**src/rtl/tmr_pkg.sv**
```systemverilog
package tmr_pkg;

    typedef enum logic [1:0] {
        TGT_NONE,
        TGT_OUTCTL,
        TGT_START,
        TGT_CHAN
    } tgt_e;

    typedef struct packed {
        tgt_e       tgt;
        logic [1:0] chan;
        logic [1:0] word;
    } dec_t;

    typedef enum logic {
        ST_IDLE,
        ST_RESP
    } bus_st_e;

    localparam logic [1:0] W_RELOAD = 2'd0;
    localparam logic [1:0] W_COUNT  = 2'd1;
    localparam logic [1:0] W_CTRL   = 2'd2;
    localparam logic [1:0] W_CAPT   = 2'd3;

    localparam int IRQ_EN_BIT = 5;
    localparam int FLAG_BIT   = 8;
    localparam int CTL_W      = 8;
    localparam int MAX_CH     = 3;

endpackage

```
**src/rtl/tmr_decode.sv**
```systemverilog
module tmr_decode
    import tmr_pkg::*;
#(
    parameter int ADDR_W     = 8,
    parameter bit HAS_CH2    = 1'b1,
    parameter bit HAS_OUTCTL = 1'b1
) (
    input  logic [ADDR_W-1:0] addr,
    output dec_t              dec
);
    localparam logic [ADDR_W-1:0] A_OUTCTL = ADDR_W'(8'h00);
    localparam logic [ADDR_W-1:0] A_START  = ADDR_W'(8'h04);
    localparam logic [ADDR_W-1:0] B_CH0    = ADDR_W'(8'h08);
    localparam logic [ADDR_W-1:0] B_CH1    = ADDR_W'(8'h14);
    localparam logic [ADDR_W-1:0] B_CH2    = ADDR_W'(8'h20);
    localparam logic [ADDR_W-1:0] E_CH2    = ADDR_W'(8'h30);

    logic [ADDR_W-1:0] base;

    always_comb begin
        dec.tgt  = TGT_NONE;
        dec.chan = 2'd0;
        base     = B_CH0;
        if (addr[1:0] == 2'b00) begin
            if (addr == A_OUTCTL) begin
                if (HAS_OUTCTL) dec.tgt = TGT_OUTCTL;
            end else if (addr == A_START) begin
                dec.tgt = TGT_START;
            end else if (addr >= B_CH0 && addr < B_CH1) begin
                dec.tgt  = TGT_CHAN;
                dec.chan = 2'd0;
                base     = B_CH0;
            end else if (addr >= B_CH1 && addr < B_CH2) begin
                dec.tgt  = TGT_CHAN;
                dec.chan = 2'd1;
                base     = B_CH1;
            end else if (HAS_CH2 && addr >= B_CH2 && addr < E_CH2) begin
                dec.tgt  = TGT_CHAN;
                dec.chan = 2'd2;
                base     = B_CH2;
            end
        end
        dec.word = 2'((addr - base) >> 2);
    end

endmodule

```
**src/rtl/tmr_chan.sv**
```systemverilog
module tmr_chan
    import tmr_pkg::*;
#(
    parameter int                DATA_W    = 32,
    parameter bit                HAS_CAPT  = 1'b0,
    parameter logic [DATA_W-1:0] CAPT_INIT = '0
) (
    input  logic              clk,
    input  logic              rst_n,
    input  logic              run,
    input  logic              wr_en,
    input  logic [1:0]        word,
    input  logic [DATA_W-1:0] wdata,
    output logic [DATA_W-1:0] rdata,
    output logic              irq
);
    logic [DATA_W-1:0] reload_q, count_q, capt_q;
    logic [CTL_W-1:0]  ctl_q;
    logic              flag_q;
    logic              wr_count, wr_ctrl, underflow;

    assign wr_count  = wr_en && (word == W_COUNT);
    assign wr_ctrl   = wr_en && (word == W_CTRL);
    assign underflow = run && (count_q == '0) && !wr_count;

    always_ff @(posedge clk or negedge rst_n) begin
        if (!rst_n) begin
            reload_q <= '1;
            count_q  <= '1;
            ctl_q    <= '0;
            flag_q   <= 1'b0;
            capt_q   <= CAPT_INIT;
        end else begin
            if (wr_en && word == W_RELOAD) reload_q <= wdata;
            if (wr_count)                  count_q  <= wdata;
            else if (underflow)            count_q  <= reload_q;
            else if (run)                  count_q  <= count_q - 1'b1;
            if (underflow)                 flag_q   <= 1'b1;
            else if (wr_ctrl && !wdata[FLAG_BIT]) flag_q <= 1'b0;
            if (wr_ctrl)                   ctl_q    <= wdata[CTL_W-1:0];
            if (HAS_CAPT && wr_en && word == W_CAPT) capt_q <= wdata;
        end
    end

    always_comb begin
        rdata = '0;
        unique case (word)
            W_RELOAD: rdata = reload_q;
            W_COUNT:  rdata = count_q;
            W_CTRL: begin
                rdata[CTL_W-1:0] = ctl_q;
                rdata[FLAG_BIT]  = flag_q;
            end
            W_CAPT:   rdata = HAS_CAPT ? capt_q : '0;
        endcase
    end

    assign irq = flag_q && ctl_q[IRQ_EN_BIT];

    // a running channel sitting at zero reloads on the next edge
    a_r7_reload_at_zero: assert property (@(posedge clk) disable iff (!rst_n)
        (run && count_q == '0 && !wr_count) |=> (count_q == $past(reload_q)));

    // an underflow edge always leaves the flag set
    a_r8_flag_after_underflow: assert property (@(posedge clk) disable iff (!rst_n)
        (run && count_q == '0 && !wr_count) |=> flag_q);

endmodule

```
**src/rtl/tmr_front.sv**
```systemverilog
module tmr_front
    import tmr_pkg::*;
#(
    parameter int                ADDR_W     = 8,
    parameter int                DATA_W     = 32,
    parameter bit                HAS_CH2    = 1'b1,
    parameter bit                HAS_OUTCTL = 1'b1,
    parameter logic [DATA_W-1:0] CAPT_INIT  = 32'hC0FF_EE00
) (
    input  logic              clk,
    input  logic              rst_n,
    input  logic              req,
    input  logic              we,
    input  logic [ADDR_W-1:0] addr,
    input  logic [DATA_W-1:0] wdata,
    output logic              ack,
    output logic              err,
    output logic [DATA_W-1:0] rdata,
    output logic              out_ctl,
    output logic [MAX_CH-1:0] irq
);
    localparam int NCH = HAS_CH2 ? 3 : 2;

    bus_st_e           state, state_nx;
    dec_t              dec;
    logic              accept, wr, bad;
    logic [DATA_W-1:0] start_q, rd_mux, rdata_q;
    logic              outctl_q, err_q;
    logic [DATA_W-1:0] ch_rd [4];

    tmr_decode #(
        .ADDR_W(ADDR_W), .HAS_CH2(HAS_CH2), .HAS_OUTCTL(HAS_OUTCTL)
    ) u_dec (
        .addr(addr), .dec(dec)
    );

    assign accept = (state == ST_IDLE) && req;
    assign wr     = accept && we;
    assign bad    = (dec.tgt == TGT_NONE) ||
                    (dec.tgt == TGT_START && we && !HAS_CH2 && wdata[2]);

    // state register
    always_ff @(posedge clk or negedge rst_n) begin
        if (!rst_n) state <= ST_IDLE;
        else        state <= state_nx;
    end

    always_comb begin
        state_nx = state;
        unique case (state)
            ST_IDLE: if (req) state_nx = ST_RESP;
            ST_RESP: state_nx = ST_IDLE;
        endcase
    end

    // shared registers
    always_ff @(posedge clk or negedge rst_n) begin
        if (!rst_n) begin
            start_q  <= '0;
            outctl_q <= 1'b0;
        end else begin
            if (wr && dec.tgt == TGT_START)  start_q  <= wdata;
            if (wr && dec.tgt == TGT_OUTCTL) outctl_q <= wdata[0];
        end
    end

    genvar gi;
    generate
        for (gi = 0; gi < 4; gi++) begin : g_ch
            if (gi < NCH) begin : g_on
                logic ch_irq;
                tmr_chan #(
                    .DATA_W(DATA_W), .HAS_CAPT(gi == 2), .CAPT_INIT(CAPT_INIT)
                ) u_chan (
                    .clk(clk), .rst_n(rst_n),
                    .run(start_q[gi]),
                    .wr_en(wr && dec.tgt == TGT_CHAN && dec.chan == 2'(gi)),
                    .word(dec.word), .wdata(wdata),
                    .rdata(ch_rd[gi]), .irq(ch_irq)
                );
                if (gi < MAX_CH) begin : g_irq
                    assign irq[gi] = ch_irq;
                end
            end else begin : g_off
                assign ch_rd[gi] = '0;
                if (gi < MAX_CH) begin : g_irq
                    assign irq[gi] = 1'b0;
                end
            end
        end
    endgenerate

    always_comb begin
        rd_mux = '0;
        unique case (dec.tgt)
            TGT_NONE:   rd_mux = '0;
            TGT_OUTCTL: rd_mux[0] = outctl_q;
            TGT_START:  rd_mux = start_q;
            TGT_CHAN:   rd_mux = ch_rd[dec.chan];
        endcase
    end

    // output register
    always_ff @(posedge clk or negedge rst_n) begin
        if (!rst_n) begin
            err_q   <= 1'b0;
            rdata_q <= '0;
        end else begin
            err_q <= accept && bad;
            if (accept) rdata_q <= (we || bad) ? '0 : rd_mux;
        end
    end

    assign ack     = (state == ST_RESP);
    assign err     = err_q;
    assign rdata   = rdata_q;
    assign out_ctl = outctl_q;

    a_r2_ack_single: assert property (@(posedge clk) disable iff (!rst_n)
        ack |=> !ack);
    a_r2_ack_follows_req: assert property (@(posedge clk) disable iff (!rst_n)
        ack |-> $past(req));
    a_r10_err_with_ack: assert property (@(posedge clk) disable iff (!rst_n)
        err |-> ack);
    a_r10_err_zero_data: assert property (@(posedge clk) disable iff (!rst_n)
        err |-> (rdata == '0));
    a_r4_start_holds: assert property (@(posedge clk) disable iff (!rst_n)
        !(wr && dec.tgt == TGT_START) |=> $stable(start_q));
    a_r3_outctl_holds: assert property (@(posedge clk) disable iff (!rst_n)
        !(wr && dec.tgt == TGT_OUTCTL) |=> $stable(out_ctl));

endmodule

```
**config.mk**
```make
export PLATFORM = sky130hd
export DESIGN_NAME = tmr_front
export DESIGN_NICKNAME = d
export VERILOG_FILES = /design/src/rtl/tmr_pkg.sv /design/src/rtl/tmr_decode.sv /design/src/rtl/tmr_chan.sv /design/src/rtl/tmr_front.sv
export SDC_FILE = /design/constraint.sdc
export NUM_CORES = 1
export LEC_CHECK = 0
export ABC_AREA = 0
export BUFFER_PORTS_ARGS = -buffer_cell sky130_fd_sc_hd__buf_2
export CAP_MARGIN = 40
export CORE_MARGIN = 4
export CORE_UTILIZATION = 60
export DETAILED_ROUTE_END_ITERATION = 12
export PLACE_DENSITY = 0.82
export SLEW_MARGIN = 20
export SYNTH_ARGS = -nofsm -noshare
export SYNTH_HDL_FRONTEND = slang
export SYNTH_HIERARCHICAL = 1
export SYNTH_SLANG_ARGS = --single-unit
```
**constraint.sdc**
```tcl
create_clock -name clk -period 4.75 [get_ports clk]
set_clock_uncertainty 0.05 [all_clocks]
set_input_delay 0.2375 -clock clk [delete_from_list [all_inputs] [get_ports clk]]
set_output_delay 0.2375 -clock clk [all_outputs]
set_load 0.05 [all_outputs]
```
---- Yosys cells after proc, flatten, opt, wreduce, memory -nomap -nowiden ----
Index checks and enable logic that the tools add are counted.
operators by class
  add/sub/neg operators ................... 4
  magnitude comparators ................... 7
  eq/ne operators ......................... 9
  multiplexer cells ....................... 43
  bitwise logic cells ..................... 2
  reduce and logical (&&, ||, !) cells .... 53
operators with widths
  kind                                                        number
  2-to-1 mux 32 bit                                           12
  case mux 9 bit (4 select lines)                             3
  logical NOT 32 bit                                          3
  subtractor 32 x 1 -> 32 bit, second input constant          3
  case mux 23 bit (2 select lines)                            2
  case mux 23 bit (3 select lines)                            1
  binary-select mux 32 bit (select 2 bit)                     1
  case mux 31 bit (2 select lines)                            1
  2-to-1 mux 4 bit                                            10
  logical AND 1 bit                                           34
  less-than comparator 8 x 6 -> 1 bit, second input constant  2
  equality test 2 bit, second input constant                  5
  nonzero test 3 bit                                          3
  equality test 8 x 3 -> 1 bit, second input constant         1
  >= comparator 8 x 4 -> 1 bit, second input constant         1
  >= comparator 8 x 5 -> 1 bit, second input constant         1
  >= comparator 8 x 6 -> 1 bit, second input constant         1
  logical NOT 2 bit                                           4
  logical NOT 8 bit                                           1
  less-than comparator 8 x 5 -> 1 bit, second input constant  1
  2-to-1 mux 2 bit                                            4
  2-to-1 mux 1 bit                                            7
  equality test 2 x 1 -> 1 bit, second input constant         3
  nonzero test 2 bit                                          3
  other kinds (8)                                             11
word-level totals
  register bits after elaboration ......... 318
  input bits .............................. 44
  output and inout bits ................... 38
  word-level logic and storage cells ...... 136

---- Depth between registers and ports, before layout ----
  depth in word-level cells ............... 16
  gate-level depth with buffers ........... 14
  depth with buffers taken out ............ 11

---- Modules after synthesis ----
Netlist, hierarchy kept.
by module, submodules not included
  module                               times used  cells an instance  area an instance (µm²)  sequential area each (µm²)
  tmr_chan at g_ch[0].g_on.u_chan ...  2           487                4,579.4                 1,906.8
  tmr_chan at g_ch[2].g_on.u_chan      1           537                5,800.6                 2,727.6
  tmr_front                            1           279                3,397.0                 1,676.6
  tmr_decode                           1           21                 136.4                   0.0

---- Worst setup path before layout ----
OpenSTA, ideal clock, no wires.
  kind .................................... input port to flip-flop
  start ................................... input addr[6]
  end ..................................... register g_ch[2].g_on.u_chan.reload_q[10]
  setup time .............................. 0.082 ns
  arrival time ............................ 3.238 ns
  required time ........................... 4.618 ns
  slack ................................... 1.380 ns
  cell stages on the path ................. 8
  path buffers ............................ 1
  cell sequence ........................... nor4_1 > nand2b_1 > a31oi_1 > nand2_1 > nor4b_1 > nor3b_1 > clkbuf_1 > mux2_2
RTL lines
  what                  RTL line         source
  from (decl)           tmr_front.sv:14  input logic [ADDR_W-1:0] addr,
  to (signal assigned)  tmr_chan.sv:34   if (wr_en && word == W_RELOAD) reload_q <= wdata;
  to (decl)             tmr_chan.sv:17   logic [DATA_W-1:0] reload_q, count_q, capt_q;

==> impl_metrics.tcl <==
set metrics [dict create \
    wire_per_inst_um 26.9 \
    synth_top_area_share_pct 29.6 \
    min_delay_worst_endpoint "g_ch[2].g_on.u_chan/reload_q[26]" \
    critical_path_class "in -> reg" \
    die-height_um 184 \
    area_growth_pct 10.4 \
    antenna_found_initial 2 \
    rows 64 \
    finalNonFillerCells 2251 \
    nets 1876 \
    cts_root_buf "clkbuf_16" \
    regArea_mm2 0.00822 \
    ant_nets 0 \
    period_share_pct 80.8 \
    required_ns 5.13 \
    syn_inst 1811 \
    hold_class "in -> reg" \
    synth.net_count 1859 \
    cts_tree "yes" \
    grt_pass1_vias 15700 \
    dp_cells 2183 \
    layout_commonest_cell "dfstp_2" \
    overflow 0 \
    setup_viol 0 \
    hold_viol 0 \
    post_cts_buffers 0 \
    core_mm2 0.0305 \
    synth_area_leaders "dfstp_2 (30%), dfrtp_1 (15%), mux2_2 (11%), mux2i_1 (7.5%), o21ai_0 (4.6%)" \
    mostFrequentLayoutCells "dfstp_2 (208), mux2_2 (180), o21ai_0 (171)" \
    track_usage_pct 35.2 \
    slew_headroom_pct 39.6 \
    cp-end-kind "register" \
    drt_iter0_markers 2010 \
    min_path_cells 3 \
    max_freq_ghz 0.261 \
    numCtsBuffers 35 \
    drcViolationCount 0 \
    async_flop_share_pct 100 \
    drive_gt1_share_pct 33.4 \
    critPathBufInv 4 \
    synth_edf_count 0 \
    rsz0062_at_grt "false" \
    timing.final.ws_setup_ns 0.912 \
    vias_per_cell 7.06 \
    drv_cap 0 \
    die_w_um 184 \
    syn_area_mm2 0.0185 \
    hp-start "wdata[26]" \
    cpLargestDelayFamily "simple AND/OR/NAND/NOR gates" \
    clk_latency_ns 0.52 \
    crit_path_start_kind "input pin" \
    reg2reg_from "g_ch[2].g_on.u_chan/count_q[27]" \
    initial_core_util_pct 60.6 \
    ys_ff_latch 318 \
    multi_input_area_mm2 0.00953 \
    max-vdd-ir-drop_v 0.000383 \
    crit_path_max_incr_delay_ns 0.68 \
    place_congestion 0.992 \
    clk_path_buf_depth 3 \
    final_core_util_pct 66.9 \
    yosys_warnings 6 \
    synth-main-ff-cell "dfstp_2" \
    place_ws_ns 0.513 \
    p_leak_uw 0.00865 \
    dp_hpwl_mm 40.9 \
    crit_path_max_fanout 37 \
    fin_crit_ns 3.84 \
    setup_tns_ns 0 \
    rr_worst_depth 6 \
    synth_top_area_cell "dfstp_2" \
    ios 82 \
    htreeDepth 2 \
    wirelength_mm 60.5 \
    grt_first_pass_wirelength_mm 92.8 \
    ys_types 71 \
    grt_max_degree 104 \
    io_buffers 81 \
    cts_sinks 318 \
    dieArea_mm2 0.0337 \
    yosysSeqAreaShare_pct 44.4 \
    worst_pin_slew_ns 0.899 \
    cts_resized 0 \
    whs_ns 0.0218 \
    path_cells "buf_2 > nor4_1 > buf_4 > nand2_1 > nor3_2 > buf_4 > nand3_1 > nor3_1 > nand3b_1 > buf_4 > nand2_1 > a21oi_1 > o21ai_0 > nand2_1" \
    crit_slowest_cell "nor4_1" \
    p_per_area_mw_per_mm2 462 \
    syn_area_per_cell_um2 10.2 \
    vias 15900 \
    drt-pass1-iter-count 6 \
    r2r-end "g_ch[2].g_on.u_chan/count_q[7]" \
    slew_viol_final 0 \
    clk_pin_slew_ns 0.06 \
    outcome "complete, no violations" \
    worstPathArrival_ns 4.22 \
    r2r_setup_slack_ns 1.39 \
    fill_cells 2327 \
]
cell type report:
type,instances,area share (%)
Clock buffer,55,5.26
Tap cell,396,2.43
Antenna cell,1,0.0123
Clock inverter,8,0.215
Multi-Input combinational cell,1313,46.7
Sequential cell,318,40.3
Inverter,28,0.540
Timing Repair Buffer,132,4.57
layer usage:
metal	routed length, µm	track usage (%)
met5	0	0
met4	2580	13.3
met3	7150	9.08
met2	27300	54.9
met1	23500	47.8
how the worst max path moves through the flow:
stage	cells after the start	startpoint	endpoint	slack (ns)
after floorplan	8	addr[6]	g_ch[2].g_on.u_chan/reload_q[10]	1.38
after CTS	14	addr[6]	g_ch[1].g_on.u_chan/count_q[4]	1.12
after global placement	13	addr[6]	g_ch[1].g_on.u_chan/count_q[17]	0.48
after global routing	14	addr[6]	g_ch[1].g_on.u_chan/count_q[4]	0.80
after detailed placement	14	addr[6]	g_ch[1].g_on.u_chan/count_q[4]	0.51
final	14	addr[6]	g_ch[1].g_on.u_chan/count_q[4]	0.91
synthesized netlist by cell type (5+ instances only):
| cell | number |
|---|---|
| clkbuf_1 | 116 |
| or2_2 | 7 |
| nor3_1 | 57 |
| buf_2 | 14 |
| or4_4 | 6 |
| dfrtp_1 | 110 |
| o21ai_0 | 171 |
| mux2_2 | 180 |
| dfstp_2 | 208 |
| buf_6 | 9 |
| mux2i_1 | 139 |
| and3_1 | 47 |
| nor3b_1 | 5 |
| o31ai_1 | 14 |
| o211ai_1 | 23 |
| a2bb2oi_1 | 33 |
| or4_1 | 23 |
| buf_1 | 7 |
| a32oi_1 | 31 |
| xor2_1 | 15 |
| a31oi_1 | 6 |
| xnor2_1 | 35 |
| nor2_1 | 118 |
| and2_1 | 8 |
| inv_1 | 28 |
| o31a_1 | 11 |
| mux4_2 | 9 |
| o21ai_1 | 15 |
| a21oi_1 | 84 |
| or3_1 | 22 |
| nor4b_1 | 5 |
| nand2_1 | 89 |
| nand4_1 | 8 |
| nand3_1 | 19 |
| nor4_1 | 40 |
| o22ai_1 | 26 |
logic make-up after synthesis:
| group | synth area share (%) |
|---|---|
| AO/OA/AOI/OAI | 15.0 |
| buffers and inverters | 4.21 |
| XOR/XNOR | 2.37 |
| flip-flops | 44.4 |
| adder cells (fa/ha/maj) | 0.271 |
| AND/OR/NAND/NOR | 14.0 |
| multiplexers | 19.6 |
per-stage QoR:
step / power, µW / instance area, µm²
2_1_floorplan: 5800 / 18500
3_3_place_gp: 6520 / 19100
3_5_place_dp: 6660 / 19200
4_1_cts: 9340 / 20300
5_1_grt: 9890 / 20400
6_report: 9440 / 20400
worst reg2reg max path, delay by kind of cell (launching register included):
kind / cells / cell delay (ns)
and+or+nand+nor: 3 / 2.03
buffers and inverters: 1 / 0.47
DFF: 1 / 0.38
AOI/OAI and AO/OA: 1 / 0.19
muxes: 1 / 0.15
registers in the layout (all words and copies together) (netlist names):
register / flops
rdata: 32
ack: 1
err: 1
g_ch.g_on.u_chan/capt_q: 32
g_ch.g_on.u_chan/count_q: 96
g_ch.g_on.u_chan/ctl_q: 24
g_ch.g_on.u_chan/flag_q: 3
out_ctl: 1
g_ch.g_on.u_chan/reload_q: 96
start_q: 32
power by group:
group,switching (µW),internal (µW)
clock,1110,1550
combinational,1730,1120
sequential,604,3320
what timing repair did:
action / in CTS / in global routing
setup endpoints to repair: 0 / 0
endpoints found under the hold margin: 32 / 0
hold buffers: 1 / 0
No activity file was read; power rests on OpenSTA's default activity.
